===== src/rtl/cam_capture_pkg.sv =====
package cam_capture_pkg;
  localparam int unsigned PIX_W      = 20;
  localparam int unsigned BUF_DEPTH  = 16;
  localparam int unsigned SYNC_STAGES = 2;

  typedef struct packed {
    logic             sof;
    logic [PIX_W-1:0] pix;
  } cap_word_t;
endpackage


===== src/rtl/cam_pipe.sv =====
module cam_pipe #(
  parameter int unsigned W      = 8,
  parameter int unsigned STAGES = 2
) (
  input  logic         clk,
  input  logic         rst_n,
  input  logic [W-1:0] din,
  output logic [W-1:0] dout
);
  logic [W-1:0] st_q [STAGES];

  always_ff @(posedge clk or negedge rst_n) begin
    if (!rst_n) begin
      for (int i = 0; i < int'(STAGES); i++) st_q[i] <= '0;
    end else begin
      st_q[0] <= din;
      for (int i = 1; i < int'(STAGES); i++) st_q[i] <= st_q[i-1];
    end
  end

  assign dout = st_q[STAGES-1];
endmodule


===== src/rtl/cam_framer.sv =====
module cam_framer
  import cam_capture_pkg::*;
#(
  parameter int unsigned W = PIX_W
) (
  input  logic         clk,
  input  logic         rst_n,
  input  logic         cap_en,
  input  logic         cfg_gated,
  input  logic         cfg_fs_fall,
  input  logic         cfg_ls_low,
  input  logic         cfg_pc_fall,
  input  logic         fs_s,
  input  logic         ls_s,
  input  logic         pc_s,
  input  logic [W-1:0] pix_s,
  output logic         push,
  output logic         push_sof,
  output logic [W-1:0] push_pix,
  output logic         started
);
  logic fs_p_q, pc_p_q;
  logic act_gated_q, act_ls_low_q, act_pc_fall_q;
  logic act_gated_d, act_ls_low_d, act_pc_fall_d;
  logic started_q, started_d;
  logic tag_q, tag_d;
  logic sof_edge, pc_edge, line_on;

  always_comb begin
    sof_edge = cfg_fs_fall ? (fs_p_q & ~fs_s) : (fs_s & ~fs_p_q);
    pc_edge  = act_pc_fall_q ? (pc_p_q & ~pc_s) : (pc_s & ~pc_p_q);
    line_on  = ls_s ^ act_ls_low_q;
    push     = started_q & cap_en & pc_edge & (~act_gated_q | line_on);

    act_gated_d   = act_gated_q;
    act_ls_low_d  = act_ls_low_q;
    act_pc_fall_d = act_pc_fall_q;
    started_d     = started_q;
    if (sof_edge) begin
      act_gated_d   = cfg_gated;
      act_ls_low_d  = cfg_ls_low;
      act_pc_fall_d = cfg_pc_fall;
      started_d     = 1'b1;
    end

    if (sof_edge)  tag_d = 1'b1;
    else if (push) tag_d = 1'b0;
    else           tag_d = tag_q;
  end

  always_ff @(posedge clk or negedge rst_n) begin
    if (!rst_n) begin
      fs_p_q        <= 1'b0;
      pc_p_q        <= 1'b0;
      act_gated_q   <= 1'b0;
      act_ls_low_q  <= 1'b0;
      act_pc_fall_q <= 1'b0;
      started_q     <= 1'b0;
      tag_q         <= 1'b0;
    end else begin
      fs_p_q        <= fs_s;
      pc_p_q        <= pc_s;
      act_gated_q   <= act_gated_d;
      act_ls_low_q  <= act_ls_low_d;
      act_pc_fall_q <= act_pc_fall_d;
      started_q     <= started_d;
      tag_q         <= tag_d;
    end
  end

  assign push_sof = tag_q;
  assign push_pix = pix_s;
  assign started  = started_q;

  // once a tagged word has gone out, the tag stays clear until a new frame start
  a_r7_sof_tag_once: assert property (@(posedge clk) disable iff (!rst_n)
    (push && push_sof && !sof_edge) |=> !push_sof);
endmodule


===== src/rtl/cam_fifo.sv =====
module cam_fifo
  import cam_capture_pkg::*;
#(
  parameter int unsigned DEPTH = BUF_DEPTH,
  localparam int unsigned AW   = $clog2(DEPTH)
) (
  input  logic        clk,
  input  logic        rst_n,
  input  logic        push,
  input  cap_word_t   push_word,
  input  logic        out_ready,
  output logic        out_valid,
  output cap_word_t   out_word,
  output logic [AW:0] level,
  output logic        ovf,
  input  logic        ovf_clr
);
  cap_word_t   mem [DEPTH];
  logic [AW-1:0] wp_q, wp_d, rp_q, rp_d;
  logic [AW:0]   cnt_q, cnt_d;
  logic          ovf_q, ovf_d;
  logic          full, empty, wr, rd;

  always_comb begin
    full  = (cnt_q == (AW+1)'(DEPTH));
    empty = (cnt_q == '0);
    wr    = push & ~full;
    rd    = out_ready & ~empty;

    wp_d = wp_q;
    if (wr) wp_d = (wp_q == AW'(DEPTH-1)) ? '0 : wp_q + 1'b1;
    rp_d = rp_q;
    if (rd) rp_d = (rp_q == AW'(DEPTH-1)) ? '0 : rp_q + 1'b1;

    if (wr && !rd)      cnt_d = cnt_q + 1'b1;
    else if (rd && !wr) cnt_d = cnt_q - 1'b1;
    else                cnt_d = cnt_q;

    if (push && full) ovf_d = 1'b1;
    else if (ovf_clr) ovf_d = 1'b0;
    else              ovf_d = ovf_q;
  end

  always_ff @(posedge clk or negedge rst_n) begin
    if (!rst_n) begin
      wp_q  <= '0;
      rp_q  <= '0;
      cnt_q <= '0;
      ovf_q <= 1'b0;
    end else begin
      wp_q  <= wp_d;
      rp_q  <= rp_d;
      cnt_q <= cnt_d;
      ovf_q <= ovf_d;
    end
  end

  always_ff @(posedge clk) begin
    if (wr) mem[wp_q] <= push_word;
  end

  assign out_valid = ~empty;
  assign out_word  = mem[rp_q];
  assign level     = cnt_q;
  assign ovf       = ovf_q;

  // a word offered to a full buffer raises the flag
  a_r11_full_drop_flags: assert property (@(posedge clk) disable iff (!rst_n)
    (push && full) |=> ovf_q);
  // the flag holds until cleared
  a_r11_ovf_sticky: assert property (@(posedge clk) disable iff (!rst_n)
    (ovf_q && !ovf_clr) |=> ovf_q);
  // a stalled output word holds
  a_r10_hold_when_stalled: assert property (@(posedge clk) disable iff (!rst_n)
    (!empty && !out_ready) |=> (!empty && $stable(out_word)));
  // occupancy never passes the depth
  a_r10_level_bound: assert property (@(posedge clk) disable iff (!rst_n)
    cnt_q <= (AW+1)'(DEPTH));
endmodule


===== src/rtl/cam_capture.sv =====
module cam_capture
  import cam_capture_pkg::*;
#(
  parameter int unsigned W     = PIX_W,
  parameter int unsigned DEPTH = BUF_DEPTH,
  parameter int unsigned SYNC  = SYNC_STAGES,
  localparam int unsigned AW   = $clog2(DEPTH),
  localparam int unsigned SW   = W + 3
) (
  input  logic         clk,
  input  logic         rst_n,
  input  logic         cap_en,
  input  logic         cfg_gated,
  input  logic         cfg_fs_fall,
  input  logic         cfg_ls_low,
  input  logic         cfg_pc_fall,
  input  logic         sen_fsync,
  input  logic         sen_lsync,
  input  logic         sen_pclk,
  input  logic [W-1:0] sen_data,
  output logic         out_valid,
  input  logic         out_ready,
  output logic [W-1:0] out_data,
  output logic         out_sof,
  output logic         ovf,
  input  logic         ovf_clr
);
  logic rst_meta_q, rst_sync_q;

  always_ff @(posedge clk or negedge rst_n) begin
    if (!rst_n) begin
      rst_meta_q <= 1'b0;
      rst_sync_q <= 1'b0;
    end else begin
      rst_meta_q <= 1'b1;
      rst_sync_q <= rst_meta_q;
    end
  end

  logic [SW-1:0] raw_bus, sync_bus;
  assign raw_bus = {sen_fsync, sen_lsync, sen_pclk, sen_data};

  cam_pipe #(.W(SW), .STAGES(SYNC)) u_sync (
    .clk  (clk),
    .rst_n(rst_sync_q),
    .din  (raw_bus),
    .dout (sync_bus)
  );

  logic         push, push_sof, started;
  logic [W-1:0] push_pix;

  cam_framer #(.W(W)) u_framer (
    .clk        (clk),
    .rst_n      (rst_sync_q),
    .cap_en     (cap_en),
    .cfg_gated  (cfg_gated),
    .cfg_fs_fall(cfg_fs_fall),
    .cfg_ls_low (cfg_ls_low),
    .cfg_pc_fall(cfg_pc_fall),
    .fs_s       (sync_bus[W+2]),
    .ls_s       (sync_bus[W+1]),
    .pc_s       (sync_bus[W]),
    .pix_s      (sync_bus[W-1:0]),
    .push       (push),
    .push_sof   (push_sof),
    .push_pix   (push_pix),
    .started    (started)
  );

  cap_word_t   in_word, head_word;
  logic [AW:0] level;
  assign in_word = '{sof: push_sof, pix: push_pix};

  cam_fifo #(.DEPTH(DEPTH)) u_fifo (
    .clk      (clk),
    .rst_n    (rst_sync_q),
    .push     (push),
    .push_word(in_word),
    .out_ready(out_ready),
    .out_valid(out_valid),
    .out_word (head_word),
    .level    (level),
    .ovf      (ovf),
    .ovf_clr  (ovf_clr)
  );

  assign out_data = head_word.pix;
  assign out_sof  = head_word.sof;

  // nothing reaches the buffer before the first frame start
  a_r1_empty_before_sof: assert property (@(posedge clk) disable iff (!rst_sync_q)
    (!started) |=> !out_valid);
  // with capture disabled the occupancy cannot grow
  a_r8_disabled_no_growth: assert property (@(posedge clk) disable iff (!rst_sync_q)
    (!cap_en) |=> (level <= $past(level)));
endmodule


===== config.mk =====
export PLATFORM = sky130hd
export DESIGN_NAME = cam_capture
export DESIGN_NICKNAME = d
export VERILOG_FILES = /design/src/rtl/cam_capture_pkg.sv /design/src/rtl/cam_pipe.sv /design/src/rtl/cam_framer.sv /design/src/rtl/cam_fifo.sv /design/src/rtl/cam_capture.sv
export SDC_FILE = /design/constraint.sdc
export NUM_CORES = 1
export LEC_CHECK = 0
export ABC_CLOCK_PERIOD_IN_PS = 2200
export CORE_AREA = 2 2 198 278
export DETAILED_ROUTE_END_ITERATION = 10
export DIE_AREA = 0 0 200 280
export PLACE_DENSITY_LB_ADDON = 0.15
export SYNTH_ARGS = -nofsm -noshare
export SYNTH_HDL_FRONTEND = slang
export SYNTH_HIERARCHICAL = 1
export SYNTH_SLANG_ARGS = --single-unit

===== constraint.sdc =====
create_clock -name clk -period 2.2 [get_ports clk]
set_clock_uncertainty 0.05 [all_clocks]
set_input_delay 0.44 -clock clk [delete_from_list [all_inputs] [get_ports clk]]
set_output_delay 0.44 -clock clk [all_outputs]
set_load 0.005 [all_outputs]

==> results.json, run 1 <==
{
  "outcome": "finished with violations",
  "violations": "negative setup slack",
  "antenna_cells": 0,
  "clockBufferDepth": 3,
  "grt_usage_pct": 14.5,
  "ys_seq_area_share_pct": 74.4,
  "hold_path.class": "flop to flop",
  "grt_first_pass_wirelength_um": 57900,
  "firstDrtPassIters": 5,
  "clk_latency_ns": 0.54,
  "synthAdderAreaFrac_pct": 0.913,
  "cp_num_buf_inv": 4,
  "place_congestion": 0.667,
  "final_cell_mix": "edfxtp_1 (336), dfrtp_1 (65), buf_4 (59), buf_12 (57), mux4_2 (56)",
  "critPathMaxStageDelay_ns": 0.51,
  "drive_gt1_share_pct": 41.3,
  "synthTopCellsByArea": "edfxtp_1 (63%), dfrtp_1 (11%), mux4_2 (6.9%)",
  "place_ws_ns": -0.640,
  "grt_max_degree": 41,
  "hold_viol": 0,
  "max_slew_margin_pct": 56.1,
  "vias_per_cell": 4.52,
  "synth_top_family_by_area": "multiplexers",
  "die-area_um2": 56000,
  "cp_max_fo": 5,
  "grt_pass1_vias": 8601,
  "port_buffers": 54,
  "start_util_pct": 29.6,
  "power_per_cell_area_nw_per_um2": 1200,
  "cpMostUsedCell": "buf_6",
  "area_delta_synth_final_pct": 31.0,
  "cp_slowest_cell": "dfrtp_4",
  "route.final.wire_length_um": 38900,
  "synth_largest_area_cell": "edfxtp_1",
  "period_share_pct": 138,
  "drc_errors": 0,
  "ios": 55,
  "grt-ovfl-total": 0,
  "worst_setup_path_end_kind": "output port",
  "synth_xor_area_share_pct": 0.386,
  "synth_edf_count": 336,
  "maxCapViolCount": 0,
  "syn_nets": 842,
  "rsz0062_at_grt": "true",
  "core_area_um2": 53700,
  "layout_commonest_cell": "edfxtp_1",
  "htreeDepth": 2,
  "ys_seq_elements": 405,
  "vdd_drop_max_v": 0.000836,
  "crit_family": "buffers and inverters",
  "min_period_ns": 3.03,
  "final-setup-viol-count": 362,
  "slew_violations": 0,
  "synth-simple-area-share_pct": 2.46,
  "cts.sinks": 405,
  "worstPathArrival_ns": 2.54,
  "critPathLaunchType": "flop",
  "synth_warnings": 6,
  "fmax_mhz": 330,
  "nFillCells": 4862,
  "finalSetupTns_ns": -119.82,
  "die_x_um": 200,
  "synth_area_um2": 15900,
  "async_reset_ff_share_pct": 17.0,
  "setup_ws_ns": -0.828,
  "ys_types": 49,
  "route.detailed.wl_per_inst_um": 22.4,
  "synthCells": 799,
  "synth_compound_area_share_pct": 4.10,
  "yosysTopAreaCellShare_pct": 63.5,
  "vias": 7845,
  "drtIter0Drc": 428,
  "antenna_found_initial": 0,
  "post-route-util_pct": 38.8,
  "detail-route-antenna-nets": 0,
  "power.leakage_nw": 7.23,
  "ys.flop_type": "edfxtp_1",
  "path_cells": "buf_6, buf_16, buf_6, mux2_4, o221ai_2, and2b_1, a221o_1, buf_2",
  "row_count": 101,
  "syn_area_per_cell_um2": 19.9,
  "cts_buffers": 43,
  "tightestPinTransition_ns": 0.659,
  "tritoncts": "yes",
  "fin_nets": 1025,
  "synthMuxAreaShare_pct": 13.2,
  "stdcell_area_um2": 20800,
  "critical_path_class": "flop to output port",
  "cp.required_ns": 1.71,
  "cts_root_buffer": "clkbuf_16",
  "dpl.hpwl_um": 22800,
  "cts.clk_slew.worst_paths_ns": 0.06,
  "die_h_um": 280,
  "placed_area_um2": 18400
}
-- kinds of logic (layout without fill, tap and decap cells) --
| group | count (synthesis) | count (layout) |
|---|---|---|
| DFF | 405 | 405 |
| muxes | 110 | 110 |
| buffers and inverters | 110 | 326 |
| AOI/OAI and AO/OA | 83 | 83 |
| and+or+nand+nor | 72 | 72 |
| adders and majority gates | 11 | 11 |
| xor gates and xnor gates | 7 | 7 |
| other | 1 | 1 |
-- power by group --
group	internal [mW]	leakage, nW	switching (mW)
Sequential	8.64	3.82	0.302
Combinational	4.70	2.71	3.84
Clock	4.57	0.696	2.92
-- sequential cells by signal (all words and copies together) (netlist names), 4 cells and up --
name / flops
u_fifo/rp_q: 4
u_sync/dout: 23
u_sync/st_q: 23
u_fifo/mem: 336
u_fifo/level: 5
u_fifo/wp_q: 4
-- final cells by class --
class	instances	area, um^2	area share, %
Sequential cell	405	11800	56.8
Multi-Input combinational cell	284	3830	18.4
Timing Repair Buffer	219	2680	12.9
Clock buffer	54	1130	5.42
Tap cell	721	902	4.33
Clock inverter	24	327	1.57
Inverter	29	119	0.571
-- cells in the mapped netlist (10+ instances only) --
library cell  instances
mux4_2               49
nand2_1              14
edfxtp_1            336
mux2_2               11
ha_1                 10
and2b_1              18
buf_6                10
o21ai_1              21
inv_1                24
o221ai_1             18
buf_2                10
nor2_1               15
buf_4                47
a221o_1              21
dfrtp_1              69
mux4_1               14
clkbuf_1             10
mux2_4               26
-- path summary, 6_finish.rpt --
path | from | endpoint | slack, ns | depth (start not counted)
hold reg to reg | u_sync/st_q[34] | u_sync/dout[11] | 0.29 | 0
setup / recovery | u_fifo/rp_q[1] | out_data[5] | -0.83 | 8
setup reg to reg | u_framer/pc_p_q | u_fifo/level[4] | -0.42 | 10
min in group asynchronous | rst_sync_q | u_sync/st_q[37] | 0.31 | 0
hold / removal | u_sync/st_q[34] | u_sync/dout[11] | 0.29 | 0
max in group asynchronous | rst_sync_q | u_sync/st_q[23] | 1.18 | 1
-- metal layers --
metal | share of wire, % | vias to the layer above | track usage, %
met5 | 0 | - | 0
met4 | 1.8 | 0 | 3.65
met3 | 2.8 | 47 | 1.91
met2 | 54 | 102 | 26.0
met1 | 42 | 4193 | 18.4
li1 | - | 3503 | -
-- metrics by stage --
step,hold slack [ns],cells,power [mW]
floorplan,0.0944,799,13.4
global placement,0.281,1608,16.7
detailed placement,0.285,1608,16.7
CTS,0.258,1735,25.2
global route,0.267,1736,26.3
finish,0.289,1736,25.0
-- what timing repair did --
item / CTS / global route
setup buffers: 42 / 14
gates cloned: 12 / 0
hold buffers: 1 / 0
pin swaps: 39 / 21
hold endpoints to repair: 2 / 0
gates resized for setup: 197 / 51
endpoints found under the setup margin: 363 / 363
Power figures use the tool's default switching activity.
==> run 2: changes to the inputs <==
--- a/config.mk
+++ b/config.mk
@@ -6,9 +6,9 @@
 export NUM_CORES = 1
 export LEC_CHECK = 0
 export ABC_CLOCK_PERIOD_IN_PS = 2200
-export CORE_AREA = 2 2 198 278
+export CORE_AREA = 2 2 176 247
 export DETAILED_ROUTE_END_ITERATION = 10
-export DIE_AREA = 0 0 200 280
+export DIE_AREA = 0 0 178 249
 export PLACE_DENSITY_LB_ADDON = 0.15
 export SYNTH_ARGS = -nofsm -noshare
 export SYNTH_HDL_FRONTEND = slang
==> results.json, run 2 (synthesis gave the netlist of run 1 again) <==
{
  "drtIter0Drc": 522,
  "antenna_cells": 0,
  "port_buffers": 54,
  "antenna_found_initial": 2,
  "row_count": 89,
  "setup_ws_ns": -0.863,
  "nFillCells": 3376,
  "start_util_pct": 37.9,
  "cts.sinks": 405,
  "dpl.hpwl_um": 21600,
  "tightestPinTransition_ns": 0.653,
  "route.detailed.wl_per_inst_um": 24.6,
  "top_register": "u_fifo/mem",
  "p_comb_share_pct": 35.4,
  "grt-ovfl-total": 0,
  "hold_path.class": "primary input to asynchronous set/reset pin",
  "grt_pass1_vias": 8755,
  "period_share_pct": 139,
  "largest_reg_flops": 336,
  "place_ws_ns": -0.673,
  "place_congestion": 0.728,
  "reg2reg_from": "u_framer/pc_p_q",
  "clk_latency_ns": 0.54,
  "grtUsageMet3_pct": 2.85,
  "vdd_drop_max_v": 0.000543,
  "die-area_um2": 44300,
  "crit_start": "u_fifo/rp_q[1]",
  "vias": 8070,
  "die_x_um": 178,
  "reg2reg_depth": 12,
  "grt_usage_pct": 17.4,
  "drive_gt1_share_pct": 42.9,
  "min_period_ns": 3.06,
  "drc_errors": 0,
  "detail-route-antenna-nets": 0,
  "grt_use_met1_pct": 20.5,
  "outcome": "finished with violations",
  "rsz0062_at_grt": "true",
  "die_h_um": 249,
  "worstPathArrival_ns": 2.57,
  "firstDrtPassIters": 4,
  "fmax_mhz": 326,
  "switching_share_pct": 29.1,
  "gr-usage-met2_pct": 31.5,
  "p_int_mw": 17.1,
  "r2r_end": "u_fifo/mem[1][9]",
  "route.final.wire_length_um": 38900,
  "cp.required_ns": 1.71,
  "busiest_layer": "met2",
  "vias_per_cell": 5.11,
  "endpoint": "out_data[14]",
  "hold_viol": 0,
  "maxCapViolCount": 0,
  "ios": 55,
  "final_cell_mix": "edfxtp_1 (336), dfrtp_1 (65), buf_4 (59), buf_6 (54), mux4_2 (52)",
  "slew_violations": 0,
  "htreeDepth": 2,
  "layout_commonest_cell": "edfxtp_1",
  "post-route-util_pct": 49.7,
  "core_area_um2": 42000,
  "cts_buffers": 39,
  "regToRegSetupSlack_ns": -0.72,
  "tritoncts": "yes",
  "critPathLaunchType": "flop",
  "violations": "negative setup slack",
  "finalSetupTns_ns": -187.10,
  "grt_max_degree": 43,
  "final-setup-viol-count": 364,
  "power.leakage_nw": 7.36,
  "p_total_mw": 24.1,
  "sequentialPowerShare_pct": 37.3,
  "cp_max_fo": 6,
  "max_slew_margin_pct": 56.5,
  "worst_setup_path_end_kind": "output port",
  "clockPowerShare_pct": 27.2,
  "area_delta_synth_final_pct": 31.2,
  "clockBufferDepth": 3,
  "power_per_cell_area_nw_per_um2": 1160,
  "cts.clk_slew.worst_paths_ns": 0.06,
  "power_switching_mw": 7.01,
  "cts_root_buffer": "clkbuf_16",
  "critical_path_class": "flop to output port",
  "fin_nets": 1045,
  "grt_first_pass_wirelength_um": 55700
}
==> run 2: metrics by stage <==
stage / instance area (um^2) / hold WS [ns] / cells
6_report: 20800 / 0.0237 / 1578
5_1_grt: 20800 / 0.0107 / 1578
4_1_cts: 20400 / 0.00720 / 1552
3_5_place_dp: 17800 / 0.285 / 1415
3_3_place_gp: 17800 / 0.282 / 1415
2_1_floorplan: 16100 / 0.0944 / 799
==> run 2: layer usage <==
layer  up-vias  wire length [um]  part of all wire, %
li1       3546                 -                    -
met1      4286             14800                   38
met2       180             21400                   55
met3        58              1400                  3.6
met4         0              1330                  3.4
met5         -                 0                    0
==> run 2: final cells by class <==
type / count / area (um^2) / share of cell area, %
Sequential cell: 405 / 11800 / 56.7
Inverter: 29 / 114 / 0.546
Tap cell: 546 / 683 / 3.28
Clock buffer: 52 / 1060 / 5.11
Timing Repair Buffer: 243 / 3050 / 14.6
Clock inverter: 19 / 184 / 0.882
Multi-Input combinational cell: 284 / 3930 / 18.8
==> run 2: power by group through the flow <==
stage,combinational (mW),sequential [mW],clock [mW]
after floorplan,4.44,8.91,0
after detailed placement,6.90,9.22,0
after global routing,9.11,9.05,7.02
after global placement,6.81,9.18,0
after CTS,7.97,8.99,6.73
final,8.54,9.00,6.57
==> run 2: worst max-delay path: stages, from the launching register on <==
cell and delay (ns):
dfrtp_4 0.51, buf_12 0.15, buf_4 0.17, mux2_4 0.32
o221ai_4 0.19, and2b_1 0.20, a221o_1 0.27, clkdlybuf4s15_2 0.22
==> run 2: what timing repair did <==
action | 4_1_cts | 5_1_grt
hold buffers | 0 | 0
pin swaps | 37 | 37
gates resized for setup | 199 | 103
setup buffers | 55 | 45
cloned | 13 | 9
setup endpoints to repair | 363 | 365
==> run 2: worst min-delay path by stage <==
| stage | start | cells past startpoint | slack (ns) | end |
|---|---|---|---|---|
| 6_report | rst_n | 1 | 0.02 | rst_sync_q |
| 5_1_grt | rst_n | 1 | 0.01 | rst_sync_q |
| 4_1_cts | rst_n | 1 | 0.007 | rst_sync_q |
| 3_5_place_dp | u_sync/st_q[33] | 0 | 0.28 | u_sync/dout[10] |
| 3_3_place_gp | u_sync/st_q[31] | 0 | 0.28 | u_sync/dout[8] |
| 2_1_floorplan | rst_n | 0 | 0.09 | rst_meta_q |
